[config.mk]
export PLATFORM = sky130hd
export DESIGN_NAME = dma_irq_aggregator
export DESIGN_NICKNAME = d
export VERILOG_FILES = /design/src/rtl/dma_irq_agg_pkg.sv /design/src/rtl/dma_dir_status.sv /design/src/rtl/dma_reg_decode.sv /design/src/rtl/dma_irq_combine.sv /design/src/rtl/dma_irq_aggregator.sv
export SDC_FILE = /design/constraint.sdc
export NUM_CORES = 1
export LEC_CHECK = 0
export ABC_CLOCK_PERIOD_IN_PS = 2800
export CAP_MARGIN = 15
export CORE_MARGIN = 10
export CORE_UTILIZATION = 40
export DETAILED_ROUTE_END_ITERATION = 10
export MAX_ROUTING_LAYER = met4
export PLACE_DENSITY = 0.76
export SYNTH_ARGS = -nofsm -noshare
export SYNTH_HDL_FRONTEND = slang
export SYNTH_SLANG_ARGS = --single-unit
[constraint.sdc]
create_clock -name clk -period 2.8 [get_ports clk]
set_input_delay 0.42 -clock clk [delete_from_list [all_inputs] [get_ports clk]]
set_output_delay 0.42 -clock clk [all_outputs]
set_load 0.05 [all_outputs]
[src/rtl/dma_irq_agg_pkg.sv]
package dma_irq_agg_pkg;

    localparam int DATA_W  = 32;
    localparam int ADDR_W  = 4;
    localparam int CNT_W   = 8;
    localparam int CNT_LSB = 16;
    localparam int VEC_W   = 4;
    localparam int RAW_W   = 2 * VEC_W;
    localparam int NUM_DIR = 2;
    localparam int DIR_TX  = 0;
    localparam int DIR_RX  = 1;
    localparam int DONE_POS = 0;
    localparam logic [CNT_W-1:0] CNT_MAX = {CNT_W{1'b1}};

    typedef enum logic [1:0] {
        SEL_TX_STAT = 2'd0,
        SEL_RX_STAT = 2'd1,
        SEL_MASK    = 2'd2,
        SEL_IRQ     = 2'd3
    } reg_sel_e;

    typedef struct packed {
        logic [CNT_W-1:0] count;
        logic             err;
        logic             done;
    } dir_stat_t;

    typedef struct packed {
        logic set_done;
        logic ack_done;
        logic set_err;
        logic clr_err;
    } dir_evt_t;

    function automatic int err_pos(input int dir);
        return (dir == DIR_TX) ? 1 : 2;
    endfunction

    function automatic logic [CNT_W-1:0] count_step(
        input logic [CNT_W-1:0] cnt,
        input logic             inc,
        input logic             dec
    );
        logic [CNT_W-1:0] r;
        r = cnt;
        if (inc && !dec && (cnt != CNT_MAX)) begin
            r = cnt + 1'b1;
        end else if (dec && !inc && (cnt != '0)) begin
            r = cnt - 1'b1;
        end
        return r;
    endfunction

    function automatic logic [DATA_W-1:0] pack_word(
        input dir_stat_t s,
        input int        epos
    );
        logic [DATA_W-1:0] w;
        w = '0;
        w[CNT_LSB +: CNT_W] = s.count;
        w[DONE_POS]         = s.done;
        w[epos]             = s.err;
        return w;
    endfunction

endpackage

[src/rtl/dma_dir_status.sv]
module dma_dir_status
    import dma_irq_agg_pkg::*;
#(
    parameter int ERR_POS = 1
) (
    input  logic              clk,
    input  logic              rst,
    input  dir_evt_t          evt,
    output logic [DATA_W-1:0] word
);

    dir_stat_t stat_q;
    dir_stat_t stat_d;

    always_comb begin
        stat_d       = stat_q;
        stat_d.count = count_step(stat_q.count, evt.set_done, evt.ack_done);
        if (evt.set_done) begin
            stat_d.done = 1'b1;
        end else if (evt.ack_done) begin
            stat_d.done = (stat_d.count != '0);
        end
        if (evt.set_err) begin
            stat_d.err = 1'b1;
        end else if (evt.clr_err) begin
            stat_d.err = 1'b0;
        end
    end

    always_ff @(posedge clk) begin
        if (rst) begin
            stat_q <= '0;
        end else begin
            stat_q <= stat_d;
        end
    end

    assign word = pack_word(stat_q, ERR_POS);

endmodule

[src/rtl/dma_reg_decode.sv]
module dma_reg_decode
    import dma_irq_agg_pkg::*;
(
    input  logic              clk,
    input  logic              rst,
    input  logic [ADDR_W-1:0] addr,
    input  logic              wr,
    input  logic [DATA_W-1:0] wdata,
    input  logic [DATA_W-1:0] tx_word,
    input  logic [DATA_W-1:0] rx_word,
    input  logic [RAW_W-1:0]  masked,
    output logic [NUM_DIR-1:0] ack,
    output logic [NUM_DIR-1:0] clr,
    output logic [RAW_W-1:0]  mask_q,
    output logic [DATA_W-1:0] rdata
);

    reg_sel_e sel;
    logic     aligned;

    assign sel     = reg_sel_e'(addr[ADDR_W-1:2]);
    assign aligned = (addr[1:0] == 2'b00);

    for (genvar d = 0; d < NUM_DIR; d++) begin : g_dir_wr
        localparam reg_sel_e DSEL = (d == DIR_TX) ? SEL_TX_STAT : SEL_RX_STAT;
        logic hit;
        assign hit    = wr && aligned && (sel == DSEL);
        assign ack[d] = hit && wdata[DONE_POS];
        assign clr[d] = hit && wdata[err_pos(d)];
    end

    always_ff @(posedge clk) begin
        if (rst) begin
            mask_q <= '0;
        end else if (wr && aligned && (sel == SEL_MASK)) begin
            mask_q <= wdata[RAW_W-1:0];
        end
    end

    always_comb begin
        rdata = '0;
        if (aligned) begin
            unique case (sel)
                SEL_TX_STAT: rdata = tx_word;
                SEL_RX_STAT: rdata = rx_word;
                SEL_MASK:    rdata[RAW_W-1:0] = mask_q;
                SEL_IRQ:     rdata[RAW_W-1:0] = masked;
                default:     rdata = '0;
            endcase
        end
    end

endmodule

[src/rtl/dma_irq_combine.sv]
module dma_irq_combine
    import dma_irq_agg_pkg::*;
(
    input  logic [DATA_W-1:0] tx_word,
    input  logic [DATA_W-1:0] rx_word,
    input  logic [RAW_W-1:0]  mask,
    output logic [RAW_W-1:0]  masked,
    output logic              irq
);

    logic [RAW_W-1:0] raw;

    assign raw    = {rx_word[VEC_W-1:0], tx_word[VEC_W-1:0]};
    assign masked = raw & mask;
    assign irq    = |masked;

endmodule

[src/rtl/dma_irq_aggregator.sv]
module dma_irq_aggregator
    import dma_irq_agg_pkg::*;
(
    input  logic              clk,
    input  logic              rst,
    input  logic              tx_done_i,
    input  logic              tx_underrun_i,
    input  logic              rx_done_i,
    input  logic              rx_overflow_i,
    input  logic [ADDR_W-1:0] reg_addr_i,
    input  logic              reg_wr_i,
    input  logic [DATA_W-1:0] reg_wdata_i,
    output logic [DATA_W-1:0] reg_rdata_o,
    output logic              irq_o
);

    logic [NUM_DIR-1:0] done_pulse;
    logic [NUM_DIR-1:0] err_pulse;
    logic [NUM_DIR-1:0] ack;
    logic [NUM_DIR-1:0] clr;
    logic [DATA_W-1:0]  stat_word [NUM_DIR];
    logic [DATA_W-1:0]  tx_status_w;
    logic [DATA_W-1:0]  rx_status_w;
    logic [RAW_W-1:0]   mask_q;
    logic [RAW_W-1:0]   masked;

    assign done_pulse = {rx_done_i, tx_done_i};
    assign err_pulse  = {rx_overflow_i, tx_underrun_i};

    for (genvar d = 0; d < NUM_DIR; d++) begin : g_dir
        dir_evt_t evt;
        assign evt.set_done = done_pulse[d];
        assign evt.ack_done = ack[d];
        assign evt.set_err  = err_pulse[d];
        assign evt.clr_err  = clr[d];

        dma_dir_status #(
            .ERR_POS(err_pos(d))
        ) u_stat (
            .clk  (clk),
            .rst  (rst),
            .evt  (evt),
            .word (stat_word[d])
        );
    end

    assign tx_status_w = stat_word[DIR_TX];
    assign rx_status_w = stat_word[DIR_RX];

    dma_reg_decode u_dec (
        .clk     (clk),
        .rst     (rst),
        .addr    (reg_addr_i),
        .wr      (reg_wr_i),
        .wdata   (reg_wdata_i),
        .tx_word (tx_status_w),
        .rx_word (rx_status_w),
        .masked  (masked),
        .ack     (ack),
        .clr     (clr),
        .mask_q  (mask_q),
        .rdata   (reg_rdata_o)
    );

    dma_irq_combine u_irq (
        .tx_word (tx_status_w),
        .rx_word (rx_status_w),
        .mask    (mask_q),
        .masked  (masked),
        .irq     (irq_o)
    );

endmodule

== After elaboration in Yosys (flattened, before gate mapping) ==
Cells that the tools add are included.
Storage, ports and cells
  logic and storage cells: 63
  input port bits: 43
  bits in latches: 0
  output and inout bits: 33
  bits in read-only memories: 0
  register bits after elaboration: 28
  memories kept: 0
  memory bits (writable): 0
Operators by class
  multiplexer cells: 15
  $lt $le $gt $ge: 0
  shifts and indexed selects: 0
  add/subtract/negate cells: 4
  bitwise gates (word level): 1
  equal/unequal tests: 5
  reductions and logical operators: 31
  divide/modulo/power cells: 0
  $mul: 0
Operators by type and width (count)
  $mux W32: 1
  $mux W8: 4
  $pmux W16 S2: 1
  $pmux W8 S4: 1
  $reduce_bool A8 Y1: 4
  $add A8 B1 Y8 const B: 2
  $logic_and A1 B1 Y1: 16
  $ne A8 B8 Y1 const B: 2
  $sub A8 B1 Y8 const B: 2
  $and A7 B8 Y8: 1
  $mux W1: 8
  $reduce_bool A2 Y1: 4
  $reduce_or A8 Y1: 1
  $eq A2 B2 Y1 const B: 2
  $logic_not A1 Y1: 4
  $logic_not A2 Y1: 2
  $eq A2 B1 Y1 const B: 1

== Longest topological paths before layout ==
  depth after elaboration: 11
  depth in mapped cells: 9
  depth with buffers taken out: 9

== Cells and area by module ==
A second synthesis with hierarchy kept.
Unflattened totals
  cell total of the unflattened synthesis: 365
  area, all modules: 3029.2 um^2
By module, submodules not included
  dma_reg_decode: area an instance 1078.5 um^2, cells an instance 117, sequential area each 160.2 um^2, times used 1
  dma_dir_status (g_dir[0].u_stat): area an instance 972.2 um^2, cells an instance 121, sequential area each 200.2 um^2, times used 1
  dma_dir_status (g_dir[1].u_stat): area an instance 904.6 um^2, cells an instance 116, sequential area each 200.2 um^2, times used 1
  dma_irq_combine: area an instance 73.8 um^2, cells an instance 11, sequential area each 0.0 um^2, times used 1

== Least setup slack after synthesis ==
OpenSTA, ideal clock, no wires.
  path type: input -> output
  start point: input reg_addr_i[2]
  end point: output reg_rdata_o[1]
  setup slack: 230 ps
  required time: 2380 ps
  arrival time: 2150 ps
  stages on the path: 5
  path through: buf_4 > clkbuf_1 > inv_1 > o211ai_1 > a21boi_0
On the way
  word-level cells in the longest chain between the ends: 3
  elaborated cells on any way between the ends: 6
  classes of those cells: 3 x eq/ne; 2 x mux; 1 x reduce/logical
RTL lines
  start: declaration: RTL line dma_irq_aggregator.sv:10  | input logic [ADDR_W-1:0] reg_addr_i,
  $eq A2 B2 Y1 (tied with other cells): RTL line dma_reg_decode.sv:43  | unique case (sel)
  $pmux W8 S4 (*): RTL line dma_reg_decode.sv:43
  $mux W32 (*): RTL line dma_reg_decode.sv:42  | if (aligned) begin
  end: declaration: RTL line dma_irq_aggregator.sv:13  | output logic [DATA_W-1:0] reg_rdata_o,
Mark *: on every way between the ends. The rest lies on a longest branch, timed or not.

== Final worst setup path ==
  start point: input reg_addr_i[1]
  end point: output reg_rdata_o[7]
On the way
  word-level cells in the longest chain between the ends: 2
RTL lines
  $logic_not A2 Y1: RTL line dma_reg_decode.sv:22  | assign aligned = (addr[1:0] == 2'b00);
  $mux W32: RTL line dma_reg_decode.sv:42
Every way passes these cells.

==> summary.md <==
| Metric | Value |
|---|---|
| ANT nets after route | `0` |
| Max Slew Vio Count | `0` |
| Clock Sink Count | `28` |
| Seq/Total Area, Yosys | `approximately 25%` |
| PostCTS Resize Cnt | `0` |
| Final setup fails | `0` |
| Buffers and inverters on the worst path | `3` |
| First-pass GRT wire length | `9920 µm` |
| RSZ-0062 raised after global routing | `no` |
| Final period utilization | `90.1%` |
| Area of the multi-input gates | `1450 µm²` |
| Hold-fix buffers, CTS | `0` |
| Synth top area cells | `dfxtp_1 (25%), nor2_1 (7.5%), buf_4 (6.1%)` |
| DIE HEIGHT | `94.2 µm` |
| Tot GR Track Use | `13.6%` |
| Post-CTS setup repair buffer count | `0` |
| CP required | `around 2400 ps` |
| Top cell type's share of synthesized area | `about a quarter` |
| Critical-path top delay cell | `clkdlybuf4s50_1` |
| Sequential cell area | `561 µm²` |
| Vias per Instance | `5.30` |
| Most Frequent Cell on Critical Path | `nor2_1` |
| Crit-path max cell delay | `roughly 420 ps` |
| Core Region | `roughly 5200 µm²` |
| Clock power frac | `24.9%` |
| R2r setup slk | `between 500 and 600 ps` |
| 1st-pass router iterations | `4` |
| Clk slew on worst S/H paths | `100 ps` |
| Cell with the most instances after synthesis | `nor2_1` |
| Filler Cells Inserted | `513` |
| Max Clock Skew | `9.02 ps` |
| CP max FO | `7` |
| Critical Path AT | `2100 ps` |
| DRT Wirelength | `5820 µm` |
| Post-layout nets | `376` |
| Non-Filler Instances | `between 300 and 400` |
| Global placement routability congestion | `0.949` |
| DP Wirelength | `between 4000 and 5000 µm` |
| Pleak | `1.07 nW` |
| Netlist Area Pre-Place | `between 2000 and 2500 µm²` |
| Total number of vias | `around 2100` |
| Switching part of the total power | `34.1%` |
| Number of synthesized register bits | `28` |
| Largest area contributor in the synthesized netlist | `dfxtp_1` |
| Prevailing post-synth register cell | `dfxtp_1` |
| Yosys cell types | `57` |
| DR DRC count | `0` |
| Worst Hold Class | `flip-flop to flip-flop` |
| Placed cells | `slightly below 400` |
| Final Hold Violating Endpoints | `0` |
| Max Buffers Root-to-Sink | `2` |
| CTS tree | `done` |
| Max Cap Viol | `0` |
| EDFF count, synth | `0` |
| Sw power | `between 0.3 and 0.4 mW` |
| Dpl ws | `86.0 ps` |
| Avg WL per Cell | `14.7 µm` |
| Peak VDD IR | `244 µV` |
| Root buffer cell | `clkbuf_8` |
| Die W | `roughly 94 µm` |
| Remaining Overflow, GRT | `0` |
| Syn Area/Cell | `7.61 µm²` |
| TritonCTS Buffers | `3` |
| Top delay family on crit path | `simple AND/OR/NAND/NOR gates` |
| Initial antenna violation count | `0` |
| Antenna cells | `0` |
| Worst Max-Slew Pin Slew | `929 ps` |
| Port bufs | `35` |
| Clk_lat worst skew | `roughly 280 ps` |
| P_int | `between 0.6 and 0.7 mW` |
| Die area | `8870 µm²` |
| H-tree levels | `1` |
| Synthesis-to-finish area growth | `25.6%` |
| Critical Path Sink Type | `output pin` |
| Vias in the first global route | `around 2100` |
| PwrDens | `337 nW/µm²` |
| Slew HR | `37.9%` |
| Async S/R FF share, synth | `0%` |
| Share of cells above drive strength 1 | `about 16%` |
| Synth cell count leaders | `nor2_1 (44), dfxtp_1 (28), nand2_1 (27)` |
| Largest net degree at the start of global routing | `23` |
| Worst-path cell chain | `clkdlybuf4s50_1 > buf_4 > nor2_1 > nand2_1 > nor2_1 > and2_1 > buf_12` |
| Post-Syn Instances | `a little under 300` |
| Period minus WS final | `2520 ps` |
| Final Power | `0.930 mW` |
| Status | `finished clean` |
| # rows | `26` |
| Initial DRC count | `136` |
| Startpoint Class | `input pin` |
| Max Freq | `396 MHz` |
| Setup TNS Final | `0 ps` |
| Sequential Power Share | `46.8%` |
| CP Class | `input pin to output pin` |
| Combinational power share | `28.3%` |
| IO Count | `76` |
| Final WS setup | `276 ps` |
| Initial Util | `a little over two fifths` |
| Warnings from Yosys | `0` |
[through the flow]
stage,area [µm²],utilization [%],hold slack (ps)
2_1_floorplan,2260,-,432
3_3_place_gp,2720,52.3,440
3_5_place_dp,2720,52.3,446
4_1_cts,2760,53.1,461
5_1_grt,2760,53.1,474
6_report,2760,53.1,459
[tightest hold or removal path, delay by kind of cell (launching register included)]
family / cells / cell delay, ps
simple gates: 1 / 50
flops: 1 / 320
compound gates: 1 / 50
[path summary, 6_finish.rpt]
check	from	to	cells after the start
min	u_dec.mask_q[3]$_SDFFE_PP0P_	u_dec.mask_q[3]$_SDFFE_PP0P_	2
min reg2reg	u_dec.mask_q[3]$_SDFFE_PP0P_	u_dec.mask_q[3]$_SDFFE_PP0P_	2
max	reg_addr_i[1]	reg_rdata_o[7]	7
max reg2reg	g_dir[1].u_stat.word[20]$_SDFF_PP0_	g_dir[1].u_stat.word[0]$_SDFFE_PP0P_	6
[state kept, by name, indices dropped and copies added (netlist names)]
register / flops
g_dir.u_stat.word: 20
u_dec.mask_q: 8
[placed cells by master, fill, tap and decap left out, types with 9 or more instances in the layout]
cell,n
clkdlybuf4s50_1,19
a21oi_1,19
xnor2_1,11
buf_4,16
nand2_1,27
nand4_1,9
nor2_1,44
nand3_1,18
conb_1,16
dfxtp_1,28
buf_12,14
mux2i_1,10
[routing by layer]
metal  vias to the layer above  global-route usage, %  part of all wire, %
met1                       970                   15.6                   45
met4                         0                   2.15                 0.95
met2                        55                   22.1                   46
li1                       1061                      -                    -
met3                         9                   5.36                  8.1
met5                         -                      -                    0
[cell families after synthesis]
family                   count (synthesis)  share of synthesized area [%]
AND/OR/NAND/NOR                        138                           33.2
XOR/XNOR                                13                           5.18
buffers and inverters                   39                           11.0
flip-flops                              28                           25.5
other                                    1                          0.170
adder cells (fa/ha/maj)                  6                           3.41
multiplexers                            11                           5.06
AO/OA/AOI/OAI                           53                           16.4
[final cells by class]
| type | count | area share [%] |
|---|---|---|
| multi-input cells | 237 | 52.6 |
| repair buffers | 49 | 21.4 |
| flip-flops and latches | 28 | 20.3 |
| well taps | 70 | 3.17 |
| clock buffers | 3 | 1.49 |
| inverters | 8 | 1.09 |
[power groups by stage]
| stage | clock network, mW | logic [mW] | registers (mW) |
|---|---|---|---|
| finish | 0.231 | 0.263 | 0.435 |
| global route | 0.253 | 0.288 | 0.438 |
| CTS | 0.240 | 0.261 | 0.434 |
| detailed placement | 0 | 0.261 | 0.444 |
| global placement | 0 | 0.257 | 0.443 |
| floorplan | 0 | 0.208 | 0.435 |
(Power assumes the default switching activity.)
